`config.mk`:
```
export PLATFORM = sky130hd
export DESIGN_NAME = lp_page_rx
export DESIGN_NICKNAME = d
export VERILOG_FILES = /design/src/rtl/lp_page_rx.sv
export SDC_FILE = /design/constraint.sdc
export NUM_CORES = 1
export LEC_CHECK = 0
export BUFFER_PORTS_ARGS = -buffer_cell sky130_fd_sc_hd__buf_2
export CORE_MARGIN = 2
export CORE_UTILIZATION = 56
export CTS_CLUSTER_SIZE = 12
export DETAILED_ROUTE_END_ITERATION = 16
export GPL_ROUTABILITY_DRIVEN = 1
export PLACE_DENSITY = 0.77
export REMOVE_ABC_BUFFERS = 1
export SLEW_MARGIN = 10
export SYNTH_ARGS = -nofsm -noshare
export SYNTH_HDL_FRONTEND = slang
export SYNTH_SLANG_ARGS = --single-unit
```
`constraint.sdc`:
```
create_clock -name clk -period 2.2 [get_ports clk]
set_input_delay 0.44 -clock clk [delete_from_list [all_inputs] [get_ports clk]]
set_output_delay 0.44 -clock clk [all_outputs]
set_load 0.03 [all_outputs]
```
`src/rtl/lp_page_rx.sv`:
```
module lp_page_rx #(
  parameter int SLOT_CYC   = 8,
  parameter int TOUT_CYC   = 32,
  parameter int PAGE_W     = 16,
  parameter int MATCH_NEED = 3
) (
  input  logic              clk,
  input  logic              rst_n,
  input  logic              pulse_in,
  output logic              page_vld,
  output logic [PAGE_W-1:0] page_data,
  output logic              burst_err,
  output logic              ab_match,
  output logic [PAGE_W-1:0] match_page
);
  localparam int THRESH = (3 * SLOT_CYC) / 2;
  localparam int GW = $clog2(TOUT_CYC + 1);
  localparam int CW = $clog2(PAGE_W + 2);
  localparam int MW = $clog2(MATCH_NEED + 1);
  localparam logic [GW-1:0] THR_G  = GW'(THRESH);
  localparam logic [GW-1:0] TOUT_G = GW'(TOUT_CYC);
  localparam logic [CW-1:0] LAST_G = CW'(PAGE_W);
  localparam logic [MW-1:0] MAX_M  = MW'(MATCH_NEED);
  localparam logic [MW-1:0] PRE_M  = MW'(MATCH_NEED - 1);
  localparam logic          ONE_OK = (MATCH_NEED <= 1);

  logic              in_burst;
  logic [CW-1:0]     clk_cnt;
  logic [GW-1:0]     gap;
  logic              dat_seen;
  logic [PAGE_W-1:0] shreg;
  logic [MW-1:0]     same_cnt;

  wire is_clk  = pulse_in && (!in_burst || gap > THR_G);
  wire is_dat  = pulse_in && in_burst && gap <= THR_G;
  wire dup_dat = is_dat && dat_seen;
  wire tmo     = in_burst && !pulse_in && gap == TOUT_G;
  wire done    = is_clk && in_burst && clk_cnt == LAST_G;
  wire [PAGE_W-1:0] word = {dat_seen, shreg[PAGE_W-1:1]};
  wire same    = same_cnt != '0 && word == match_page;

  always_ff @(posedge clk or negedge rst_n) begin
    if (!rst_n) begin
      in_burst   <= 1'b0;
      clk_cnt    <= '0;
      gap        <= '0;
      dat_seen   <= 1'b0;
      shreg      <= '0;
      same_cnt   <= '0;
      page_vld   <= 1'b0;
      page_data  <= '0;
      burst_err  <= 1'b0;
      ab_match   <= 1'b0;
      match_page <= '0;
    end else begin
      page_vld  <= 1'b0;
      burst_err <= 1'b0;
      if (!in_burst) begin
        if (pulse_in) begin
          in_burst <= 1'b1;
          clk_cnt  <= CW'(1);
          gap      <= GW'(1);
          dat_seen <= 1'b0;
        end
      end else if (tmo || dup_dat) begin
        in_burst  <= 1'b0;
        burst_err <= 1'b1;
      end else if (is_clk) begin
        shreg    <= word;
        dat_seen <= 1'b0;
        gap      <= GW'(1);
        if (done) begin
          in_burst   <= 1'b0;
          page_vld   <= 1'b1;
          page_data  <= word;
          match_page <= word;
          same_cnt   <= same ? ((same_cnt == MAX_M) ? same_cnt : same_cnt + MW'(1)) : MW'(1);
          ab_match   <= same ? (same_cnt >= PRE_M) : ONE_OK;
        end else begin
          clk_cnt <= clk_cnt + CW'(1);
        end
      end else begin
        gap <= gap + GW'(1);
        if (is_dat) dat_seen <= 1'b1;
      end
    end
  end

  p_vld_single_r4: assert property (@(posedge clk) disable iff (!rst_n)
    page_vld |=> !page_vld);
  p_err_single_r5: assert property (@(posedge clk) disable iff (!rst_n)
    burst_err |=> !burst_err);
  p_err_no_page_r6: assert property (@(posedge clk) disable iff (!rst_n)
    !(burst_err && page_vld));
  p_match_rise_r7: assert property (@(posedge clk) disable iff (!rst_n)
    $rose(ab_match) |-> page_vld);
  p_match_fall_r8: assert property (@(posedge clk) disable iff (!rst_n)
    $fell(ab_match) |-> page_vld);
  p_drop_keeps_r9: assert property (@(posedge clk) disable iff (!rst_n)
    burst_err |-> ($stable(ab_match) && $stable(match_page)));
  p_match_page_r10: assert property (@(posedge clk) disable iff (!rst_n)
    page_vld |-> match_page == page_data);
endmodule

```
==> key figures, run 1 <==
Clocking
  – Clock latency at the later pin of the worst-skew pair: 0.30 ns
  – CTS buffer count: 5
  – Sinks on the clock net: 49
  – # H-tree levels: 2
  – CTS tree: done
  – Post-CTS resize count: 0
  – Reg clk slew, reported paths: 0.09 ns
  – Clk buf depth: 2
  – Hold_buf cts: 0
  – Clock root buffer: clkbuf_8
  – # Post-CTS Setup Buffers: 0

Logic synthesis
  – Avg Inst Size Synth: 10.3 um^2
  – Mapped Cells: 244
  – Synth Register Bits: 49
  – Synth unique cells: 40
  – Post-synthesis cell area: 2510 um^2
  – Top-area cell type share of the netlist area: 48.8%
  – Area leader, netlist: dfrtp_1
  – Post-synth EDFFs: 0
  – Top cells by area, synth: dfrtp_1 49%, nand2_1 8.2%, mux2_2 6.7%, buf_4 5.1%, xor2_1 4.9%
  – Sequential share of the synthesized area: 48.8%
  – Ys async rst share: 100%
  – Synth warnings: 0
  – Ys flop type: dfrtp_1

Critical path
  – Critical Path RT: 2.37 ns
  – CP max FO: 7
  – Endpoint class of the critical path: flip-flop
  – Data arrival time of the worst path: 2.18 ns
  – CP cell instances: inv_1 -> ha_1 -> nand3b_1 -> a21oi_2 -> nand2_1 -> nor4_1 -> mux2i_1
  – Startpoint types: flip-flop
  – Critical R2R Launch: gap[0]$_DFFE_PN0P_
  – Critical-path top delay cell: dfrtp_1
  – RR Endpoint: same_cnt[0]$_DFFE_PN0P_
  – R2R depth: 7
  – CP Buf/Inv Count: 1
  – Slowest Stage Delay on Critical Path: 0.45 ns
  – Crit path kind: reg2reg
  – Reg2Reg Setup Slack: 0.19 ns
  – Crit path max-delay family: simple AND/OR/NAND/NOR gates

Die
  – Io pins: 38
  – Core Region: 4320 um^2
  – Die Height: 71.0 um
  – Die Width: 71.0 um
  – Die area: 5040 um^2
  – Row count: 24
  – Initial Utilization: 58.1%

Power and ir drop
  – Maximum vdd drop: 0.786 mV
  – PwrDens: 1110 nW/um^2
  – P_leak: 1.55 nW

Timing
  – Unrepaired setup endpoints after global routing: false
  – Worst hold slack: 0.119 ns
  – Final Hold Viols: 0
  – Slew @ Worst Pin: 0.563 ns
  – Max Fclk: 498 MHz
  – Setup_tns: 0 ns
  – Worst Skew: 0.00996 ns
  – Final count of pins violating max slew: 0
  – Rel. slew slack: 62.5%
  – Finish-stage setup viols: 0
  – Fin crit share: 91.2%
  – Crit path time final: 2.01 ns

Route
  – WL final: 4620 um
  – DRT antenna net count: 0
  – Number of vias per cell: 5.32
  – WL/cell: 14.3 um
  – Drt pass-1 iters: 4
  – DRC Markers: 0
  – Detailed-route via count: 1718
  – DR iter-0 viols: 102

Global routing
  – Total grt overflow: 0
  – Gr usage total: 20.0%
  – First-pass GRT wire length: 7860 um
  – Antenna violations before repair: 0
  – Pin count of the biggest net entering global routing: 27
  – Number of global-route vias before repair: 1652

Job
  – # Max-Cap Violations: 0

Layout
  – Most common cell after layout, fill and taps aside: nand2_1
  – Share of cells above drive strength 1: 28.0%
  – Diode count: 0
  – Nets: 281
  – Util after Layout: 64.1%
  – Most frequent cells in the layout: 55 x nand2_1, 49 x dfrtp_1, 37 x buf_2
  – Non-Filler Instances: 323
  – P&R area growth vs syn: 10.3%

Run status
  – Status: finished, final reports clean

Worst hold path
  – Tightest Hold Check Type: in2async

Placement
  – Routability cong.: 0.839
  – Port buffer count: 37
  – Placed Cells incl. Taps: 316
  – DP Wirelength: 3280 um
Yosys cell counts (all sizes together), types with 2 or more instances:
library cell   n
nand2b         2
nand3          5
a21oi          4
inv           10
a21o           2
buf           24
ha             7
dfrtp         49
xor2          14
nor3           6
xnor2          4
nand4          3
mux2i          4
nor3b          3
o21ai         10
nor4           4
nand3b         2
nor2           6
nand2         56
mux2          15
a22o           3
per-layer routing:
layer | up-vias | part of all wire, % | GRT usage (%)
met5 | - | 0 | 0
met4 | 0 | 0.76 | 5.45
met3 | 5 | 3.1 | 5.41
met2 | 24 | 52 | 34.3
met1 | 835 | 44 | 25.2
li1 | 854 | - | -
cells by family after synthesis:
group | count (synthesis) | share of synthesized area [%]
and+or+nand+nor | 92 | 17.7
DFF | 49 | 48.8
buffers and inverters | 35 | 8.07
AOI/OAI and AO/OA | 24 | 7.37
muxes | 19 | 8.32
xor gates and xnor gates | 18 | 6.27
adders and majority gates | 7 | 3.49
sequential cells by signal (all words and copies together) (netlist names):
| register | count |
|---|---|
| same_cnt | 2 |
| in_burst | 1 |
| match_page | 16 |
| burst_err | 1 |
| page_vld | 1 |
| ab_match | 1 |
| gap | 6 |
| clk_cnt | 5 |
| shreg | 15 |
| dat_seen | 1 |
where the power goes:
group | switching, W | leakage (nW) | total [W] | internal [W]
clock network | 0.000288 | 0.0540 | 0.000619 | 0.000331
registers | 0.000275 | 0.653 | 0.00139 | 0.00111
logic | 0.000596 | 0.839 | 0.00108 | 0.000485
per-stage QoR:
stage | total power [W] | area (um^2) | setup WS [ns]
2_1_floorplan | 0.00215 | 2350 | 0.00656
3_3_place_gp | 0.00244 | 2670 | 0.309
3_5_place_dp | 0.00248 | 2670 | 0.208
4_1_cts | 0.00312 | 2770 | 0.202
5_1_grt | 0.00330 | 2770 | 0.00930
6_report | 0.00309 | 2770 | 0.193
worst register-to-register path: stages, from the launching register on:
cell	delay, ns
dfrtp_1	0.45
inv_1	0.07
ha_1	0.22
nand3b_1	0.20
a21oi_2	0.24
nand2_1	0.16
nor4_1	0.42
mux2i_1	0.13
area by class of cell:
cell class / instances / area [um^2]
Clock buffer: 5 / 68.8
Tap cell: 52 / 65.1
Sequential cell: 49 / 1230
Inverter: 11 / 41.3
Multi-Input combinational cell: 160 / 1080
Timing Repair Buffer: 44 / 250
Fill cell: 362 / 1550
Clock inverter: 2 / 35.0
worst max-delay path by stage:
stage / from / end / slack (ns) / cells after the start
after global placement: gap[0]$_DFFE_PN0P_ / same_cnt[0]$_DFFE_PN0P_ / 0.31 / 7
final: gap[0]$_DFFE_PN0P_ / same_cnt[0]$_DFFE_PN0P_ / 0.19 / 7
after CTS: gap[0]$_DFFE_PN0P_ / same_cnt[0]$_DFFE_PN0P_ / 0.20 / 7
after floorplan: in_burst$_DFF_PN0_ / same_cnt[1]$_DFFE_PN0P_ / 0.007 / 6
after global routing: gap[0]$_DFFE_PN0P_ / same_cnt[0]$_DFFE_PN0P_ / 0.009 / 7
after detailed placement: gap[0]$_DFFE_PN0P_ / same_cnt[0]$_DFFE_PN0P_ / 0.21 / 7
Note: power is estimated with default switching activity, not from simulation.
==> run 2: changes to the inputs <==
Settings changed: RECOVER_POWER set to 25.
==> run 2 against run 1 <==
Effect of this change: routed wire length hardly changed; cell count stayed put; cell area is 0.59% lower; non-clock buffer count stayed put; via count hardly changed; sequential power hardly changed; die area stayed put; clock power hardly changed; sequential share of layout area is 0.26 points higher; largest cell class unchanged; largest power group unchanged.
==> key figures, run 2 (synthesized netlist as in run 1, its figures left out) <==
Power and ir drop
  – Post-layout power: 0.00308 W (was 0.00309 W)
  – PwrDens: 1120 nW/um^2 (was 1110 nW/um^2)
  – P_leak: 1.54 nW (was 1.55 nW)
  – Maximum vdd drop: 0.786 mV (about the same)

Placement
  – Port buffer count: 37 (unchanged)
  – DP Wirelength: 3280 um (unchanged)
  – Post-DP Area: 2670 um^2 (unchanged)
  – Routability cong.: 0.839 (unchanged)

Global routing
  – Gr usage total: 20.0% (unchanged)
  – Pin count of the biggest net entering global routing: 27 (unchanged)
  – Number of global-route vias before repair: 1652 (unchanged)
  – Total grt overflow: 0 (unchanged)
  – First-pass GRT wire length: 7860 um (unchanged)
  – Antenna violations before repair: 0 (unchanged)

Clocking
  – CTS tree: done (unchanged)
  – Clock latency at the later pin of the worst-skew pair: 0.30 ns (about the same)
  – Hold_buf cts: 0 (unchanged)
  – Reg clk slew, reported paths: 0.09 ns (about the same)
  – Clk buf depth: 2 (unchanged)
  – # Post-CTS Setup Buffers: 0 (unchanged)
  – Post-CTS resize count: 0 (unchanged)
  – CTS buffer count: 5 (unchanged)
  – Clock root buffer: clkbuf_8 (unchanged)
  – # H-tree levels: 2 (unchanged)
  – Sinks on the clock net: 49 (unchanged)

Timing
  – Fin crit share: 91.2% (about the same)
  – Rel. slew slack: 16.2% (was 62.5%)
  – Worst Skew: 0.0100 ns (was 0.00996 ns)
  – Unrepaired setup endpoints after global routing: false (unchanged)
  – Final count of pins violating max slew: 0 (unchanged)
  – Finish-stage setup viols: 0 (unchanged)
  – Worst hold slack: 0.383 ns (was 0.119 ns)
  – Slew @ Worst Pin: 1.26 ns (was 0.563 ns)
  – Final Hold Viols: 0 (unchanged)
  – Max Fclk: 498 MHz (about the same)
  – Crit path time final: 2.01 ns (about the same)
  – Setup_tns: 0 ns (unchanged)

Layout
  – Most common cell after layout, fill and taps aside: nand2_1 (unchanged)
  – Post-route cell area: 2750 um^2 (was 2770 um^2)
  – Diode count: 0 (unchanged)
  – Top reg by flops: match_page (unchanged)
  – Share of cells above drive strength 1: 27.7% (was 28.0%)
  – Biggest regs: match_page x16, shreg x15, gap x6 (unchanged)
  – Fill cells: 363 (was 362)
  – Sequential Area: 1230 um^2 (unchanged)
  – Multi-input gate area: 1080 um^2 (unchanged)
  – Nets: 281 (unchanged)
  – Largest register FFs: 16 (unchanged)
  – Most frequent cells in the layout: 55 x nand2_1, 49 x dfrtp_1, 36 x buf_2 (was 55 x nand2_1, 49 x dfrtp_1, 37 x buf_2)
  – P&R area growth vs syn: 9.61% (was 10.3%)

Worst hold path
  – Tightest Hold Check Type: in2async (unchanged)

Route
  – Detailed-route via count: 1719 (was 1718)
  – DR iter-0 viols: 101 (was 102)
  – Number of vias per cell: 5.32 (about the same)
  – DRC Markers: 0 (unchanged)
  – WL/cell: 14.3 um (about the same)
  – DRT antenna net count: 0 (unchanged)
  – WL final: 4620 um (about the same)
  – Drt pass-1 iters: 4 (unchanged)

Critical path
  – R2R depth: 7 (unchanged)
  – Data arrival time of the worst path: 2.18 ns (about the same)
  – Startpoint types: flip-flop (unchanged)
  – Crit path kind: reg2reg (unchanged)
  – Critical Path RT: 2.37 ns (about the same)
  – Endpoint class of the critical path: flip-flop (unchanged)
  – CP max FO: 7 (unchanged)

Job
  – # Max-Cap Violations: 0 (unchanged)

Die
  – Die area: 5040 um^2 (unchanged)
  – Io pins: 38 (unchanged)
  – Row count: 24 (unchanged)
  – Initial Utilization: 58.1% (unchanged)
  – Core Region: 4320 um^2 (unchanged)
  – Die Width: 71.0 um (unchanged)
  – Die Height: 71.0 um (unchanged)

Run status
  – Status: finished, final reports clean (unchanged)
run 2: per-layer routing:
metal	routed length [um]	part of all wire (%)	global-route usage, %
met2	2390	52	34.3
met1	2060	45	25.2
met3	135	2.9	5.41
met5	0	0	0
met4	35	0.76	5.45
run 2: path summary, 6_finish.rpt:
check                                startpoint                        end  slack [ns]
max in group asynchronous                 rst_n         gap[4]$_DFFE_PN0P_        0.52
setup / recovery             gap[0]$_DFFE_PN0P_    same_cnt[0]$_DFFE_PN0P_        0.19
min in group clk                       pulse_in         gap[5]$_DFFE_PN0P_        0.44
setup reg to reg             gap[0]$_DFFE_PN0P_    same_cnt[0]$_DFFE_PN0P_        0.19
hold reg to reg            ab_match$_DFFE_PN0P_       ab_match$_DFFE_PN0P_        0.50
hold / removal                            rst_n  match_page[2]$_DFFE_PN0P_        0.38
run 2: power by group:
group | internal, W | switching, W | total (W)
Clock | 0.000331 | 0.000288 | 0.000619
Sequential | 0.00111 | 0.000275 | 0.00139
Combinational | 0.000482 | 0.000595 | 0.00108
Total | 0.00193 | 0.00116 | 0.00308
run 2: per-stage QoR:
step / util (%) / instances / setup WS [ns]
2_1_floorplan: - / 220 / 0.00656
3_3_place_gp: 61.7 / 316 / 0.309
3_5_place_dp: 61.7 / 316 / 0.208
4_1_cts: 64.1 / 323 / 0.202
5_1_grt: 63.7 / 323 / 0.00930
6_report: 63.7 / 323 / 0.193
run 2: area by class of cell:
cell class	count	area share [%]
multi-input combinational	160	39.3
clock buffer	5	2.50
clock inverter	2	1.27
timing repair buffer	44	8.50
inverter	11	1.50
sequential	49	44.5
tap	52	2.36
run 2: critical path, cell delays in order, from the launching register on:
cell and delay, ns:
dfrtp_1 0.45, inv_1 0.07, ha_1 0.22, nand3b_1 0.20, a21oi_2 0.24, nand2_1 0.16
nor4_1 0.42, mux2i_1 0.13
